[config.mk]
export PLATFORM = sky130hd
export DESIGN_NAME = dma_chan_seq
export DESIGN_NICKNAME = d
export VERILOG_FILES = /design/src/rtl/dma_seq_pkg.sv /design/src/rtl/dma_req_pick.sv /design/src/rtl/dma_pos_cnt.sv /design/src/rtl/dma_evt_stat.sv /design/src/rtl/dma_chan_seq.sv
export SDC_FILE = /design/constraint.sdc
export NUM_CORES = 1
export LEC_CHECK = 0
export ABC_CLOCK_PERIOD_IN_PS = 4800
export BUFFER_PORTS_ARGS = -buffer_cell sky130_fd_sc_hd__clkbuf_2
export CAP_MARGIN = 20
export CORE_MARGIN = 4
export CORE_UTILIZATION = 57
export CTS_CLUSTER_SIZE = 30
export DETAILED_ROUTE_END_ITERATION = 8
export GPL_TIMING_DRIVEN = 0
export HOLD_SLACK_MARGIN = 0.05
export PLACE_DENSITY = 0.82
export SYNTH_ARGS = -nofsm -noshare
export SYNTH_HDL_FRONTEND = slang
export SYNTH_SLANG_ARGS = --single-unit
export TNS_END_PERCENT = 1
[constraint.sdc]
create_clock -name clk -period 4.8 [get_ports clk]
set_input_delay 0.96 -clock clk [delete_from_list [all_inputs] [get_ports clk]]
set_output_delay 0.96 -clock clk [all_outputs]
set_load 0.01 [all_outputs]
[src/rtl/dma_seq_pkg.sv]
package dma_seq_pkg;

   typedef enum logic [2:0] {
      ST_IDLE, ST_WREQ, ST_ISSUE, ST_WDONE, ST_HOLD, ST_DONE
   } seq_state_t;

   typedef enum logic [1:0] {
      GR_ELEM, GR_FRAME, GR_BLOCK
   } grant_t;

   localparam int EV_HALF     = 0;
   localparam int EV_FRAME    = 1;
   localparam int EV_LAST_FRM = 2;
   localparam int EV_BLOCK    = 3;
   localparam int EV_DROP     = 4;
   localparam int EV_TOUT     = 5;
   localparam int EV_NUM      = 6;

endpackage

[src/rtl/dma_req_pick.sv]
module dma_req_pick #(
   parameter int NREQ  = 31,
   parameter int SEL_W = 5
) (
   input  logic [NREQ-1:0]  req_in,
   input  logic [SEL_W-1:0] sel,
   output logic             hit,
   output logic             unsync
);

   generate
      if (NREQ + 1 > (1 << SEL_W)) begin : g_bad_sel
         $error("dma_req_pick: SEL_W too narrow for NREQ lines");
      end
   endgenerate

   logic [NREQ-1:0] match;

   for (genvar k = 0; k < NREQ; k++) begin : g_line
      assign match[k] = req_in[k] && (sel == SEL_W'(k + 1));
   end

   assign hit    = |match;
   assign unsync = (sel == '0);

endmodule

[src/rtl/dma_pos_cnt.sv]
module dma_pos_cnt #(
   parameter int CNT_W = 16
) (
   input  logic             clk,
   input  logic             rst_n,
   input  logic             start,
   input  logic             step,
   input  logic [CNT_W-1:0] elem_cnt,
   input  logic [CNT_W-1:0] frame_cnt,
   output logic             first_elem,
   output logic             last_elem,
   output logic             last_frame,
   output logic             ev_half,
   output logic             ev_frame,
   output logic             ev_block
);

   generate
      if (CNT_W < 2) begin : g_bad_w
         $error("dma_pos_cnt: CNT_W must be at least 2");
      end
   endgenerate

   localparam logic [CNT_W-1:0] ONE  = CNT_W'(1);
   localparam logic [CNT_W:0]   ONEX = (CNT_W+1)'(1);

   logic [CNT_W-1:0] ne, nf, e_q, f_q;
   logic [CNT_W:0]   done_cnt, half_mark;

   assign ne = (elem_cnt  == '0) ? ONE : elem_cnt;
   assign nf = (frame_cnt == '0) ? ONE : frame_cnt;

   assign first_elem = (e_q == '0);
   assign last_elem  = (e_q == ne - ONE);
   assign last_frame = (f_q == nf - ONE);

   assign done_cnt  = {1'b0, e_q} + ONEX;
   assign half_mark = {1'b0, (ne >> 1)};

   assign ev_half  = step && (ne != ONE) && (done_cnt == half_mark);
   assign ev_frame = step && last_elem;
   assign ev_block = ev_frame && last_frame;

   always_ff @(posedge clk or negedge rst_n) begin
      if (!rst_n) begin
         e_q <= '0;
         f_q <= '0;
      end else if (start) begin
         e_q <= '0;
         f_q <= '0;
      end else if (step) begin
         if (last_elem) begin
            e_q <= '0;
            f_q <= last_frame ? '0 : f_q + ONE;
         end else begin
            e_q <= e_q + ONE;
         end
      end
   end


   half_frame_excl_chk: assert property (@(posedge clk) disable iff (!rst_n)
      !(ev_half && ev_frame));


   block_wraps_chk: assert property (@(posedge clk) disable iff (!rst_n)
      ev_block |=> (first_elem && f_q == '0));

endmodule

[src/rtl/dma_evt_stat.sv]
module dma_evt_stat #(
   parameter int NEV = 6
) (
   input  logic           clk,
   input  logic           rst_n,
   input  logic [NEV-1:0] set,
   input  logic           clr,
   input  logic [NEV-1:0] mask,
   output logic [NEV-1:0] status,
   output logic           irq
);

   for (genvar i = 0; i < NEV; i++) begin : g_bit
      always_ff @(posedge clk or negedge rst_n) begin
         if (!rst_n)      status[i] <= 1'b0;
         else if (set[i]) status[i] <= 1'b1;
         else if (clr)    status[i] <= 1'b0;
      end
   end

   assign irq = |(status & mask);


   sticky_hold_chk: assert property (@(posedge clk) disable iff (!rst_n)
      !clr |=> ((status & $past(status)) == $past(status)));

endmodule

[src/rtl/dma_chan_seq.sv]
module dma_chan_seq
   import dma_seq_pkg::*;
#(
   parameter int CNT_W = 16,
   parameter int NREQ  = 31,
   parameter int SEL_W = 5,
   parameter int TO_W  = 8
) (
   input  logic              clk,
   input  logic              rst_n,
   input  logic              ch_en,
   input  logic [CNT_W-1:0]  elem_cnt,
   input  logic [CNT_W-1:0]  frame_cnt,
   input  logic              frame_sync,
   input  logic              block_sync,
   input  logic [SEL_W-1:0]  sync_sel,
   input  logic              auto_init,
   input  logic              repeat_en,
   input  logic              end_prog,
   input  logic              hi_prio,
   input  logic [EV_NUM-1:0] irq_mask,
   input  logic [TO_W-1:0]   to_limit,
   input  logic [NREQ-1:0]   req_in,
   input  logic              elem_done,
   input  logic              stat_clr,
   output logic              xfer_go,
   output logic              xfer_hi,
   output logic              last_elem,
   output logic              last_frame,
   output logic [EV_NUM-1:0] status,
   output logic              irq
);

   generate
      if (TO_W < 1) begin : g_bad_to
         $error("dma_chan_seq: TO_W must be positive");
      end
   endgenerate

   seq_state_t st_q, st_d;
   grant_t     grant_q, grant_d;
   logic [TO_W-1:0]   tmr_q;
   logic [EV_NUM-1:0] ev;
   logic hit, unsync, first_elem, step, start, to_hit;
   logic ev_half, ev_frame, ev_block;

   dma_req_pick #(.NREQ(NREQ), .SEL_W(SEL_W)) u_pick (
      .req_in (req_in),
      .sel    (sync_sel),
      .hit    (hit),
      .unsync (unsync)
   );

   assign step  = (st_q == ST_WDONE) && elem_done;
   assign start = (st_q == ST_IDLE) && ch_en;

   dma_pos_cnt #(.CNT_W(CNT_W)) u_pos (
      .clk        (clk),
      .rst_n      (rst_n),
      .start      (start),
      .step       (step),
      .elem_cnt   (elem_cnt),
      .frame_cnt  (frame_cnt),
      .first_elem (first_elem),
      .last_elem  (last_elem),
      .last_frame (last_frame),
      .ev_half    (ev_half),
      .ev_frame   (ev_frame),
      .ev_block   (ev_block)
   );

   assign to_hit = (st_q == ST_WDONE) && !elem_done && (to_limit != '0)
                   && (tmr_q == to_limit - TO_W'(1));

   always_comb begin
      ev              = '0;
      ev[EV_HALF]     = ev_half;
      ev[EV_FRAME]    = ev_frame;
      ev[EV_BLOCK]    = ev_block;
      ev[EV_LAST_FRM] = (st_q == ST_ISSUE) && first_elem && last_frame;
      ev[EV_DROP]     = hit && ((st_q == ST_ISSUE) || (st_q == ST_WDONE));
      ev[EV_TOUT]     = to_hit;
   end

   always_comb begin
      st_d    = st_q;
      grant_d = grant_q;
      if (!ch_en) begin
         st_d = ST_IDLE;
      end else begin
         unique case (st_q)
            ST_IDLE:  st_d = ST_WREQ;
            ST_WREQ: begin
               if (unsync) begin
                  grant_d = GR_BLOCK;
                  st_d    = ST_ISSUE;
               end else if (hit) begin
                  grant_d = frame_sync ? GR_FRAME : (block_sync ? GR_BLOCK : GR_ELEM);
                  st_d    = ST_ISSUE;
               end
            end
            ST_ISSUE: st_d = ST_WDONE;
            ST_WDONE: begin
               if (elem_done) begin
                  if (last_elem && last_frame) begin
                     if (auto_init && (repeat_en || end_prog)) st_d = ST_WREQ;
                     else if (auto_init)                       st_d = ST_HOLD;
                     else                                      st_d = ST_DONE;
                  end else if (grant_q == GR_BLOCK || (grant_q == GR_FRAME && !last_elem)) begin
                     st_d = ST_ISSUE;
                  end else begin
                     st_d = ST_WREQ;
                  end
               end else if (to_hit) begin
                  st_d = ST_DONE;
               end
            end
            ST_HOLD:  if (end_prog) st_d = ST_WREQ;
            ST_DONE:  st_d = ST_DONE;
            default:  st_d = ST_IDLE;
         endcase
      end
   end

   always_ff @(posedge clk or negedge rst_n) begin
      if (!rst_n) begin
         st_q    <= ST_IDLE;
         grant_q <= GR_ELEM;
         tmr_q   <= '0;
      end else begin
         st_q    <= st_d;
         grant_q <= grant_d;
         if (st_q == ST_ISSUE)                    tmr_q <= '0;
         else if (st_q == ST_WDONE && !elem_done) tmr_q <= tmr_q + TO_W'(1);
      end
   end

   assign xfer_go = (st_q == ST_ISSUE);
   assign xfer_hi = xfer_go && hi_prio;

   dma_evt_stat #(.NEV(EV_NUM)) u_stat (
      .clk    (clk),
      .rst_n  (rst_n),
      .set    (ev),
      .clr    (stat_clr),
      .mask   (irq_mask),
      .status (status),
      .irq    (irq)
   );


   go_single_chk: assert property (@(posedge clk) disable iff (!rst_n)
      xfer_go |=> !xfer_go);


   lastfrm_at_go_chk: assert property (@(posedge clk) disable iff (!rst_n)
      ev[EV_LAST_FRM] |-> (xfer_go && last_frame));


   tout_stops_chk: assert property (@(posedge clk) disable iff (!rst_n)
      (ev[EV_TOUT] && ch_en) |=> (!xfer_go && st_q == ST_DONE));


   done_quiet_chk: assert property (@(posedge clk) disable iff (!rst_n)
      (st_q == ST_DONE) |=> !xfer_go);


   drop_busy_chk: assert property (@(posedge clk) disable iff (!rst_n)
      ev[EV_DROP] |-> (st_q != ST_WREQ && st_q != ST_IDLE));

endmodule

==> results.md <==
- Vias in the first global route: 5097
- Fmax: 0.2121 GHz
- Final ANT Viol Nets: 0
- Via count: 5403
- Met3 usage: 0.03654
- R2R Path Start: u_pos.e_q[3]$_DFFE_PN0P_
- CP max FO: 10
- Syn nets: 737
- Die Span X: 102.7 um
- Core ar.: 0.008721 mm^2
- CTS tree: built
- PwrDens: 206.5 mW/mm^2
- Primary FF master, synth: dfrtp_1
- Final hold vios: 0
- Cts bufs inserted: 5
- Number of cells on the worst hold path: 1
- Sw Ratio: 0.3792
- Clock Tree Buf Depth: 2
- Clock Power Share: 0.187
- Switching power: 0.0004703 W
- Status: complete, no violations
- Max-Cap Viols: 0
- Leakage power total: 2.609 nW
- RSZ-0062 raised after global routing: true
- Die Ht: 102.7 um
- Final weighted congestion in routability-driven placement: 0.8996
- I/O Buffers: 95
- Grt met2 use: 0.4613
- Slew Limit Fails: 0
- Number of synthesized register bits: 51
- First-pass GRT wire length: 23320 um
- End of the worst hold path: u_stat.status[0]$_DFFE_PN0P_
- Critical Path End Type: output port
- XOR/XNOR Fraction of Synth Area: 0.1319
- HPWL after detailed placement: 11310 um
- Rel. slew slack: 0.5198
- FFs w/ async S/R, synth: 1.000
- Io pins: 104
- CP arrival: 3.75 ns
- Hold Crit Class: flip-flop to flip-flop
- CP Class: input pin to output port
- Startpoint types: input pin
- Die area: 0.01055 mm^2
- Clock sinks: 51
- Root buffer cell: clkbuf_8
- CTS Hold Buffers Added: 0
- H-tree depth: 2
- Dpl cell area: 0.005751 mm^2
- Pin count of the biggest net entering global routing: 28
- Final WL: 14350 um
- Most common cell after layout, fill and taps aside: clkbuf_2
- Least-Margin Pin Slew: 0.7203 ns
- Design area: 0.006007 mm^2
- Fillers: 729
- Layout cells sized above 1: 0.2024
- DR vias/cell: 6.327
- Reg power frac: 0.407
- Final cycle utilization of the critical path: 0.9822
- Post-layout min period: 4.715 ns
- Yosys warns: 0
- Rows: 34
- Post-synth EDFFs: 0
- Grt ovf: 0
- Reg clk slew, reported paths: 0.08 ns
- Layer with the highest usage: met2
- Avg WL per Cell: 16.81 um
- Synth top area share: 0.2496
- DR pass1 iterations: 5
- Syn avg cell area: 8.051 um^2
- Post-Route Skew: 0.006485 ns
- Drt drc: 0
- Portion of netlist area occupied by mux cells: 0.04626
- Reg2Reg Setup Slack: 1.50 ns
- Post-Syn Area: 0.005112 mm^2
- Simple-gate share of the synthesized area: 0.2883
- Worst r2r dst: u_pos.e_q[13]$_DFFE_PN0P_
- Most frequent cells in the layout: clkbuf_2 (95), dfrtp_1 (51), xor2_1 (40)
- Largest family of logic cells by synthesized area: simple AND/OR/NAND/NOR gates
- Initial antenna violation count: 0
- Peak supply drop: 0.0001198 V
- Synth unique cells: 76
- Inserted Diodes: 0
- WP data required: 3.84 ns
- Met1 Usage GRT: 0.3646
- Share of the yosys chip area belonging to registers: 0.2496
- Synth Area in Adders: 0.02203
- Worst hold margin: 0.5494 ns
- GRT Resource Usage Total: 0.2708
- Worst-Skew Late Latency: 0.31 ns
- Yosys top cell by area: dfrtp_1
- Post-synthesis cell count: 635
- Post-synthesis compound-gate area fraction: 0.2122
- Pint: 0.0007699 W
- Final #Nets: 849
- Combinational share of power: 0.406
- Number of DRC markers in iteration 0: 375
- Worst hold start: u_stat.status[0]$_DFFE_PN0P_
- Starting Density: 0.5862
- # setup viols final: 0
- Reg2Reg Depth: 11
- Top cells by area, synth: dfrtp_1 (25%), xor2_1 (7.0%), xnor2_1 (6.2%)
- Synth-to-Final Area Change: 17.50%
## area by class of cell
class	instances	area [um^2]	area share
Multi-Input combinational cell	518	3671	0.6111
Sequential cell	51	1276	0.2125
Timing Repair Buffer	106	596.8	0.09935
Buffer	40	161.4	0.02687
Tap cell	108	135.1	0.02250
Inverter	25	93.84	0.01562
Clock buffer	6	72.57	0.01208
## state kept, by name, summed over array words and instances, names as in the netlist
signal	cells
u_pos.f_q	16
u_stat.status	6
u_pos.e_q	16
tmr_q	8
st_q	3
grant_q	2
## cell usage after synthesis (all sizes together), types with 15 or more instances
cell type,number
o21ai,36
and3,20
nor2,32
mux2i,18
xor2,41
dfrtp,51
nand2b,19
xnor2,36
clkbuf,33
nand3,26
a21oi,27
nand2,39
inv,25
a31oi,15
nor3,21
## cell families after synthesis
group	count (synthesis)
DFF	51
xor gates and xnor gates	77
muxes	23
AOI/OAI and AO/OA	154
buffers and inverters	66
adders and majority gates	9
and+or+nand+nor	255
## power by group through the flow
stage	registers (W)	logic, W	clock network [W]
final	0.000505	0.000503	0.000232
after global routing	0.000511	0.000554	0.000251
after CTS	0.000504	0.000491	0.000235
after detailed placement	0.000512	0.000484	0
after global placement	0.000511	0.000463	0
after floorplan	0.000504	0.000325	0
## critical path, stage by stage
cell       delay [ns]
buf_2            0.17
nor4_4           0.36
and4b_1          0.33
a31oi_2          0.14
ha_1             0.32
xor2_1           0.19
nand3_1          0.11
or4_1            0.57
a2111oi_4        0.34
nand2_1          0.08
inv_1            0.06
clkbuf_2         0.12
## worst max path at each step
stage / startpoint / end / slack (ns) / cells past startpoint
floorplan: frame_cnt[11] / last_frame / 0.11 / 10
global placement: elem_cnt[4] / last_elem / -0.50 / 13
detailed placement: elem_cnt[4] / last_elem / -0.53 / 13
CTS: frame_cnt[11] / last_frame / -0.02 / 12
global route: frame_cnt[14] / last_frame / -0.03 / 12
finish: elem_cnt[8] / last_elem / 0.09 / 12
## stage by stage
| step | power [W] | std cells | setup TNS, ns | util | worst slack (ns) |
|---|---|---|---|---|---|
| 2_1_floorplan | 0.0008297 | 635 | 0 | - | 0.1097 |
| 3_3_place_gp | 0.0009743 | 838 | -7.920 | 0.6562 | -0.5045 |
| 3_5_place_dp | 0.0009963 | 839 | -9.779 | 0.6594 | -0.5268 |
| 4_1_cts | 0.001230 | 847 | -0.02174 | 0.6759 | -0.02174 |
| 5_1_grt | 0.001316 | 854 | -0.05031 | 0.6888 | -0.02786 |
| 6_report | 0.001240 | 854 | 0 | 0.6888 | 0.08523 |
## what timing repair did
item	in CTS	in global routing
resized for setup	12	20
pin swaps	4	12
buffers inserted	3	7
setup endpoints to repair	14	9
## per-layer routing
layer	share of wire	wire [um]
met1	0.41	5890
met2	0.49	7028
met3	0.076	1096
met4	0.024	340
met5	0	0
Power figures use the tool's default switching activity.
